**config.mk**
```make
export PLATFORM = sky130hd
export DESIGN_NAME = spectral_tpg
export DESIGN_NICKNAME = d
export VERILOG_FILES = /design/src/rtl/spt_pkg.sv /design/src/rtl/spt_clkdiv.sv /design/src/rtl/spt_state.sv /design/src/rtl/spt_mixer.sv /design/src/rtl/spectral_tpg.sv
export SDC_FILE = /design/constraint.sdc
export NUM_CORES = 1
export LEC_CHECK = 0
export BUFFER_PORTS_ARGS = -buffer_cell sky130_fd_sc_hd__buf_2
export CAP_MARGIN = 20
export CORE_UTILIZATION = 50
export CTS_BUF_LIST = sky130_fd_sc_hd__clkbuf_4 sky130_fd_sc_hd__clkbuf_8 sky130_fd_sc_hd__clkbuf_16
export CTS_CLUSTER_SIZE = 12
export DETAILED_ROUTE_END_ITERATION = 8
export PLACE_DENSITY = 0.74
export SYNTH_ARGS = -nofsm -noshare
export SYNTH_HDL_FRONTEND = slang
export SYNTH_HIERARCHICAL = 1
export SYNTH_SLANG_ARGS = --single-unit
```
**constraint.sdc**
```tcl
create_clock -name clk -period 2.5 [get_ports clk]
set_input_delay 0.25 -clock clk [delete_from_list [all_inputs] [get_ports clk]]
set_output_delay 0.25 -clock clk [all_outputs]
set_load 0.005 [all_outputs]
```
**src/rtl/spt_pkg.sv**
```systemverilog
package spt_pkg;

  typedef enum logic [1:0] {
    CTL_RUN   = 2'd0,
    CTL_HOLD  = 2'd1,
    CTL_LOAD  = 2'd2,
    CTL_SHIFT = 2'd3
  } spt_ctl_e;

  // Priority: hold freezes all, then parallel load, then scan shift.
  function automatic spt_ctl_e spt_decode(input logic hold, input logic pl, input logic sc);
    if (hold)    return CTL_HOLD;
    else if (pl) return CTL_LOAD;
    else if (sc) return CTL_SHIFT;
    else         return CTL_RUN;
  endfunction

  // Walsh value: parity of the bitwise AND of counter and index.
  function automatic logic walsh_parity(input logic [31:0] cnt, input logic [31:0] idx);
    return ^(cnt & idx);
  endfunction

  // Fibonacci LFSR advance: shift left, feedback is XOR of the tapped bits.
  function automatic logic [63:0] lfsr_advance(input logic [63:0] st, input logic [63:0] taps);
    return {st[62:0], ^(st & taps)};
  endfunction

endpackage

```
**src/rtl/spt_clkdiv.sv**
```systemverilog
module spt_clkdiv
  import spt_pkg::*;
#(
  parameter int DIV_W = 4
) (
  input  logic             clk,
  input  logic             rst_n,
  input  spt_ctl_e         ctl,
  input  logic [DIV_W-1:0] div_ratio,
  output logic             tick
);

  logic [DIV_W-1:0] dcnt_q;
  logic             due;

  assign due  = (dcnt_q >= div_ratio);
  assign tick = (ctl == CTL_RUN) && due;

  always_ff @(posedge clk or negedge rst_n) begin
    if (!rst_n) begin
      dcnt_q <= '0;
    end else begin
      unique case (ctl)
        CTL_HOLD:            dcnt_q <= dcnt_q;
        CTL_LOAD, CTL_SHIFT: dcnt_q <= '0;
        default:             dcnt_q <= due ? '0 : dcnt_q + 1'b1;
      endcase
    end
  end

endmodule

```
**src/rtl/spt_state.sv**
```systemverilog
module spt_state
  import spt_pkg::*;
#(
  parameter int N_IN   = 4,
  parameter int ORDER  = 3,
  parameter int LFSR_W = 16,
  parameter logic [LFSR_W-1:0] TAPS     = 16'hB400,
  parameter logic [LFSR_W-1:0] SEED_FIX = 16'h0001
) (
  input  logic                          clk,
  input  logic                          rst_n,
  input  spt_ctl_e                      ctl,
  input  logic                          tick,
  input  logic [LFSR_W+ORDER+N_IN*ORDER-1:0] pl_data,
  input  logic                          scan_in,
  output logic [LFSR_W+ORDER+N_IN*ORDER-1:0] chain,
  output logic [LFSR_W-1:0]             lfsr,
  output logic [ORDER-1:0]              cnt,
  output logic [N_IN*ORDER-1:0]         sel
);

  localparam int SEL_W   = N_IN * ORDER;
  localparam int CHAIN_W = LFSR_W + ORDER + SEL_W;

  logic [CHAIN_W-1:0] chain_q, chain_d;
  logic [LFSR_W-1:0]  lfsr_step;

  assign lfsr  = chain_q[CHAIN_W-1 -: LFSR_W];
  assign cnt   = chain_q[SEL_W +: ORDER];
  assign sel   = chain_q[SEL_W-1:0];
  assign chain = chain_q;

  always_comb begin
    if (lfsr == '0) lfsr_step = SEED_FIX;
    else            lfsr_step = LFSR_W'(lfsr_advance(64'(lfsr), 64'(TAPS)));
  end

  always_comb begin
    chain_d = chain_q;
    unique case (ctl)
      CTL_LOAD: begin
        chain_d = pl_data;
        if (pl_data[CHAIN_W-1 -: LFSR_W] == '0) chain_d[CHAIN_W-1 -: LFSR_W] = SEED_FIX;
      end
      CTL_SHIFT: chain_d = {chain_q[CHAIN_W-2:0], scan_in};
      CTL_RUN:   if (tick) chain_d = {lfsr_step, cnt + 1'b1, sel};
      default:   chain_d = chain_q;
    endcase
  end

  always_ff @(posedge clk or negedge rst_n) begin
    if (!rst_n) chain_q <= {SEED_FIX, {(ORDER + SEL_W){1'b0}}};
    else        chain_q <= chain_d;
  end

endmodule

```
**src/rtl/spt_mixer.sv**
```systemverilog
module spt_mixer
  import spt_pkg::*;
#(
  parameter int N_IN   = 4,
  parameter int ORDER  = 3,
  parameter int LFSR_W = 16,
  parameter int M_W    = 2
) (
  input  logic [ORDER-1:0]      cnt,
  input  logic [N_IN*ORDER-1:0] sel,
  input  logic [LFSR_W-1:0]     lfsr,
  input  logic [N_IN*M_W-1:0]   noise_m,
  output logic [N_IN-1:0]       walsh_bits,
  output logic [N_IN-1:0]       noise_bits,
  output logic [N_IN-1:0]       mix_bits
);

  localparam int M_MAX = (1 << M_W) - 1;

  for (genvar i = 0; i < N_IN; i++) begin : g_lane
    logic [ORDER-1:0] sel_i;
    logic [M_W-1:0]   m_i;
    logic             nz;

    assign sel_i = sel[i*ORDER +: ORDER];
    assign m_i   = noise_m[i*M_W +: M_W];
    assign walsh_bits[i] = walsh_parity(32'(cnt), 32'(sel_i));

    always_comb begin
      nz = (m_i != '0);
      for (int j = 0; j < M_MAX; j++) begin
        if (j < int'(m_i)) nz = nz & lfsr[(i*M_MAX + j) % LFSR_W];
      end
    end

    assign noise_bits[i] = nz;
    assign mix_bits[i]   = walsh_bits[i] ^ noise_bits[i];
  end

endmodule

```
**src/rtl/spectral_tpg.sv**
```systemverilog
module spectral_tpg
  import spt_pkg::*;
#(
  parameter int N_IN   = 4,
  parameter int ORDER  = 3,
  parameter int LFSR_W = 16,
  parameter int M_W    = 2,
  parameter int DIV_W  = 4,
  parameter logic [LFSR_W-1:0] TAPS     = 16'hB400,
  parameter logic [LFSR_W-1:0] SEED_FIX = 16'h0001,
  localparam int CHAIN_W = LFSR_W + ORDER + N_IN*ORDER
) (
  input  logic                 clk,
  input  logic                 rst_n,
  input  logic                 hold,
  input  logic [DIV_W-1:0]     div_ratio,
  input  logic [N_IN*M_W-1:0]  noise_m,
  input  logic                 pl_en,
  input  logic [CHAIN_W-1:0]   pl_data,
  input  logic                 scan_en,
  input  logic                 scan_in,
  output logic                 scan_out,
  output logic [N_IN-1:0]      pat_out,
  output logic                 bist_clk_en
);

  spt_ctl_e              ctl;
  logic                  tick;
  logic [CHAIN_W-1:0]    chain;
  logic [LFSR_W-1:0]     lfsr;
  logic [ORDER-1:0]      cnt;
  logic [N_IN*ORDER-1:0] sel;
  logic [N_IN-1:0]       walsh_bits, noise_bits, mix_bits;
  logic [N_IN-1:0]       pat_q;
  logic                  en_q;

  assign ctl = spt_decode(hold, pl_en, scan_en);

  spt_clkdiv #(.DIV_W(DIV_W)) u_div (
    .clk(clk), .rst_n(rst_n), .ctl(ctl), .div_ratio(div_ratio), .tick(tick)
  );

  spt_state #(
    .N_IN(N_IN), .ORDER(ORDER), .LFSR_W(LFSR_W), .TAPS(TAPS), .SEED_FIX(SEED_FIX)
  ) u_state (
    .clk(clk), .rst_n(rst_n), .ctl(ctl), .tick(tick), .pl_data(pl_data),
    .scan_in(scan_in), .chain(chain), .lfsr(lfsr), .cnt(cnt), .sel(sel)
  );

  spt_mixer #(.N_IN(N_IN), .ORDER(ORDER), .LFSR_W(LFSR_W), .M_W(M_W)) u_mix (
    .cnt(cnt), .sel(sel), .lfsr(lfsr), .noise_m(noise_m),
    .walsh_bits(walsh_bits), .noise_bits(noise_bits), .mix_bits(mix_bits)
  );

  always_ff @(posedge clk or negedge rst_n) begin
    if (!rst_n) begin
      pat_q <= '0;
      en_q  <= 1'b0;
    end else begin
      en_q <= tick;
      if (tick) pat_q <= mix_bits;
    end
  end

  assign pat_out     = pat_q;
  assign bist_clk_en = en_q;
  assign scan_out    = chain[CHAIN_W-1];

endmodule

```
After elaboration in Yosys (flattened, before gate mapping). Index checks and enable logic that the tools add are counted.

Register bits: 40. Bits in latches: 0. Bits in writable memories: 0. ROM bits: 0. Input port bits: 49. Output and inout bits: 6. Logic and storage cells: 84. Memories kept: 0.

$add $sub $neg: 2. Multipliers: 0. Divide/modulo/power cells: 0. Order comparisons: 13. Eq/ne operators: 4. Shift-type cells: 0. Mux-type cells: 21. Bitwise operators: 21. Reductions and logical operators: 18.

Operator list (number): 32-bit parity (4); 31-bit one-hot mux with 3 select lines (1); 64-bit parity (1); 16-bit zero test (2); 16-bit two-way mux (2); 31-bit two-way mux (1); 1-bit by 2-bit less-than comparator with 1-bit output, first input constant (8); 1-bit AND (12); 3-bit AND (4); 1-bit two-way mux (12); 2-bit nonzero test (5); 2-bit less-than comparator, first input constant (4); 4-bit one-hot mux with 2 select lines (1); 2-bit two-way mux (3); 4-bit by 1-bit adder with 4-bit output, second input constant (1); 2-bit equality test, second input constant (2); 4-bit >= comparator (1); 4-bit two-way mux (1); 2-bit AND reduction (2); 1-bit XOR (4); 3-bit by 1-bit adder with 3-bit output, second input constant (1); 3-bit nonzero test (1); 2-bit by 1-bit equality test with 1-bit output, second input constant (1); 2-bit zero test (1); 4 further kinds (4).

Depth between registers and ports, before layout.
Depth after elaboration: 8. Mapped depth: 10. Depth with buffers taken out: 9.

Modules after synthesis. Netlist, hierarchy kept.

By module, submodules not included: spt_state (times used 1, cells an instance 213, area an instance 1874.3 µm², sequential area each 777.0 µm²); spt_clkdiv (times used 1, cells an instance 38, area an instance 337.8 µm², sequential area each 100.1 µm²); spt_mixer (times used 1, cells an instance 44, area an instance 320.3 µm², sequential area each 0.0 µm²); spectral_tpg (times used 1, cells an instance 13, area an instance 188.9 µm², sequential area each 125.1 µm²).

Worst setup path after synthesis. OpenSTA, ideal clock, no wires.

Path kind: reg-to-reg. Start: register u_div.dcnt_q[0]. End: register u_state.chain_q[15] (netlist: u_state/chain[15]). Library setup time: 0.083 ns. Arrival: 2.407 ns. Required time: 2.417 ns. Slack: 0.009 ns. Cell stages (with the launch flop): 10. Buffers on the path: 0. Period minus slack after synthesis: 2.491 ns. Path through: dfrtp_1 > inv_1 > ha_1 > nand2b_4 > a2111oi_4 > nor4_1 > inv_1 > a21o_1 > a221o_1 > o32a_1.

Word-level cells in the longest chain between the ends: 4.

Ends and longest elaborated chain: start, declared (line spt_clkdiv.sv:13) `logic [DIV_W-1:0] dcnt_q;`; start signal, assigned (line spt_clkdiv.sv:24) `CTL_HOLD: dcnt_q <= dcnt_q;`; start signal, assigned (line spt_clkdiv.sv:26) `default: dcnt_q <= due ? '0 : dcnt_q + 1'b1;`; 4-bit >= comparator (line spt_clkdiv.sv:16) `assign due = (dcnt_q >= div_ratio);`; 1-bit logical AND (line spt_clkdiv.sv:17) `assign tick = (ctl == CTL_RUN) && due;`; named net tick (line spectral_tpg.sv:28) `logic tick;`; 2-bit inequality test (no source line); 2-bit AND reduction (no source line); end signal, assigned (line spt_state.sv:52) `if (!rst_n) chain_q <= {SEED_FIX, {(ORDER + SEL_W){1'b0}}};`; end signal, assigned (line spt_state.sv:53) `else chain_q <= chain_d;`; end, declared (line spt_state.sv:25) `logic [CHAIN_W-1:0] chain_q, chain_d;`.

The timed path passes the listed nets, and every way through them passes these cells. A chain may end at the register's enable or synchronous reset.

Final worst setup path.
Start: register u_div.dcnt_q[0]. End: register u_state.chain_q[27] (netlist: u_state/chain[27]).

The elaborated chain is that of the path after synthesis.

==> results.toml <==
[floorplanning]
die-area_sq_um = 5620
io_pins = 55
core-area_sq_um = 5110
die_h_um = 75.0
rows = 26
die_x_um = 75.0
start_util = 0.521

[grt]
grt_pass1_wl_um = 8870
grt_max_degree = 41
antenna_found_initial = 0
grt.overflow.total = 0
grt_pass1_vias = 1949
track_usage = 0.209

[setup_path]
cpMaxStageDelayCell = "dfrtp_1"
critPathLaunchType = "flop"
path_common_cell = "inv_1"
critPathMaxStageDelay_ns = 0.35
crit_fanout = 17
crit_chain = "inv_1, ha_1, nand2b_4, a2111oi_4, nor4_1, inv_1, a21o_1, buf_4, a221oi_1, a21oi_1"
crit_path_end_kind = "flop"
worstPathRequired_ns = 2.67
critPathArrivalTime_ns = 2.34
crit_type = "flop to flop"

[clocking]
numCtsBuffers = 5
htreeDepth = 2
clk_pin_slew_ns = 0.08
tritoncts = "built"
cts.sinks = 40
clockBufferDepth = 2
insertion_delay_ns = 0.29
cts-root-buf = "clkbuf_8"

[sta]
worst_slew_pin_slew_ns = 0.921
layout_min_cycle_time_ns = 2.17
timing.fmax_mhz = 461
slew_viol_final = 0
timing.hold.ws_ns = 0.0918
final.setup.tns_ns = 0
relSlewSlack = 0.386
rsz0062_at_grt = "false"
fin_skew_ns = 0.00684
finalSetupViolations = 0
final_hold_viol_count = 0
fin_crit_sh = 0.868

[detailed_routing]
ant_nets = 0
via_per_inst = 5.32
dr.first_iter.drc_count = 151
firstDrtPassIters = 4
drc = 0
drt-total-wl_um = 5500
wire_per_inst_um = 13.6
vias = 2151

[power]
vdd.ir_drop.worst_uv = 265
power.leakage_uw = 0.00138
pwr-share-clk = 0.259
swShare = 0.321
switchingPower_uw = 664
p_comb_frac = 0.294
p_int_uw = 1400
p_seq_frac = 0.446
p_per_area_nw_per_um2 = 701

[run_status]
status = "finished, final reports clean"

[final_layout]
layout-drive-gt1-share = 0.263
diodes = 0
final_common_cell = "buf_2"
nets = 393
fillers = 477
areaGrowthSynthToFinish_pct = 10.9
final_cell_mix = "buf_2 (54), dfrtp_1 (39), nor2_1 (37)"

[placed_design]
dp_hpwl_um = 4030
place.gp.congestion = 0.840
io_buffers = 54

[min_path]
hold_class = "input port to asynchronous set/reset pin"

[synth]
syn_area_sq_um = 2660
syn_area_per_cell_sq_um = 8.87
yosysWarnings = 6
syn_nets = 360
syn_inst = 300

[run]
drv_cap = 0
-- power groups by stage --
stage / combinational (uW) / clock [uW] / sequential (uW)
after floorplan: 555 / 0 / 902
after global placement: 594 / 0 / 933
after detailed placement: 608 / 0 / 937
after CTS: 611 / 542 / 923
after global routing: 689 / 563 / 948
final: 608 / 536 / 923
-- per-layer routing --
metal / GRT usage / share of wire / wire, um
met5: 0 / 0 / 0
met4: 0.0734 / 0.016 / 89
met3: 0.0415 / 0.057 / 314
met2: 0.334 / 0.46 / 2550
met1: 0.285 / 0.46 / 2540
-- flip-flops by register name, indices dropped and copies added, names as in the netlist --
| register | count |
|---|---|
| u_state/chain | 31 |
| pat_out | 4 |
| u_div/dcnt_q | 4 |
| bist_clk_en | 1 |
-- worst max-delay path: cells and delay by family (launching register included) --
kind	cells	cell delay, ns
compound gates	4	0.63
simple gates	2	0.46
buf+inv	3	0.36
flops	1	0.35
fa+ha+maj	1	0.26
-- metrics by stage --
step | setup WS (ns) | instance area (sq um) | util | total power, uW | instances
after global routing | 0.0969 | 2950 | 0.578 | 2200 | 404
final | 0.331 | 2950 | 0.578 | 2070 | 404
after CTS | 0.00398 | 2950 | 0.577 | 2080 | 404
after floorplan | 0.00932 | 2660 | - | 1460 | 300
after detailed placement | 0.0225 | 2840 | 0.555 | 1540 | 396
after global placement | 0.129 | 2840 | 0.555 | 1530 | 396
-- path summary, 6_finish.rpt --
path	start	endpoint	slack [ns]	cells past startpoint
hold / removal	rst_n	u_state/chain[18]	0.09	1
setup reg to reg	u_div/dcnt_q[0]	u_state/chain[27]	0.33	10
hold reg to reg	pat_out[3]	pat_out[3]	0.51	1
max in group asynchronous	rst_n	u_state/chain[14]	1.83	1
min in group clk	pl_data[20]	u_state/chain[20]	0.24	3
setup / recovery	u_div/dcnt_q[0]	u_state/chain[27]	0.33	10
-- final cells by class --
type,instances,area (sq um),area share
Clock buffer,6,76.3,0.0259
Clock inverter,2,35.0,0.0119
Inverter,10,37.5,0.0127
Multi-Input combinational cell,210,1350,0.458
Sequential cell,40,1000,0.340
Tap cell,70,87.6,0.0297
Timing Repair Buffer,66,360,0.122
-- timing repair --
item                       CTS  global route
hold buffers                 0             0
setup endpoints to repair    0            14
resized for setup            0             1
setup buffers                0             0
(Power assumes the default switching activity.)
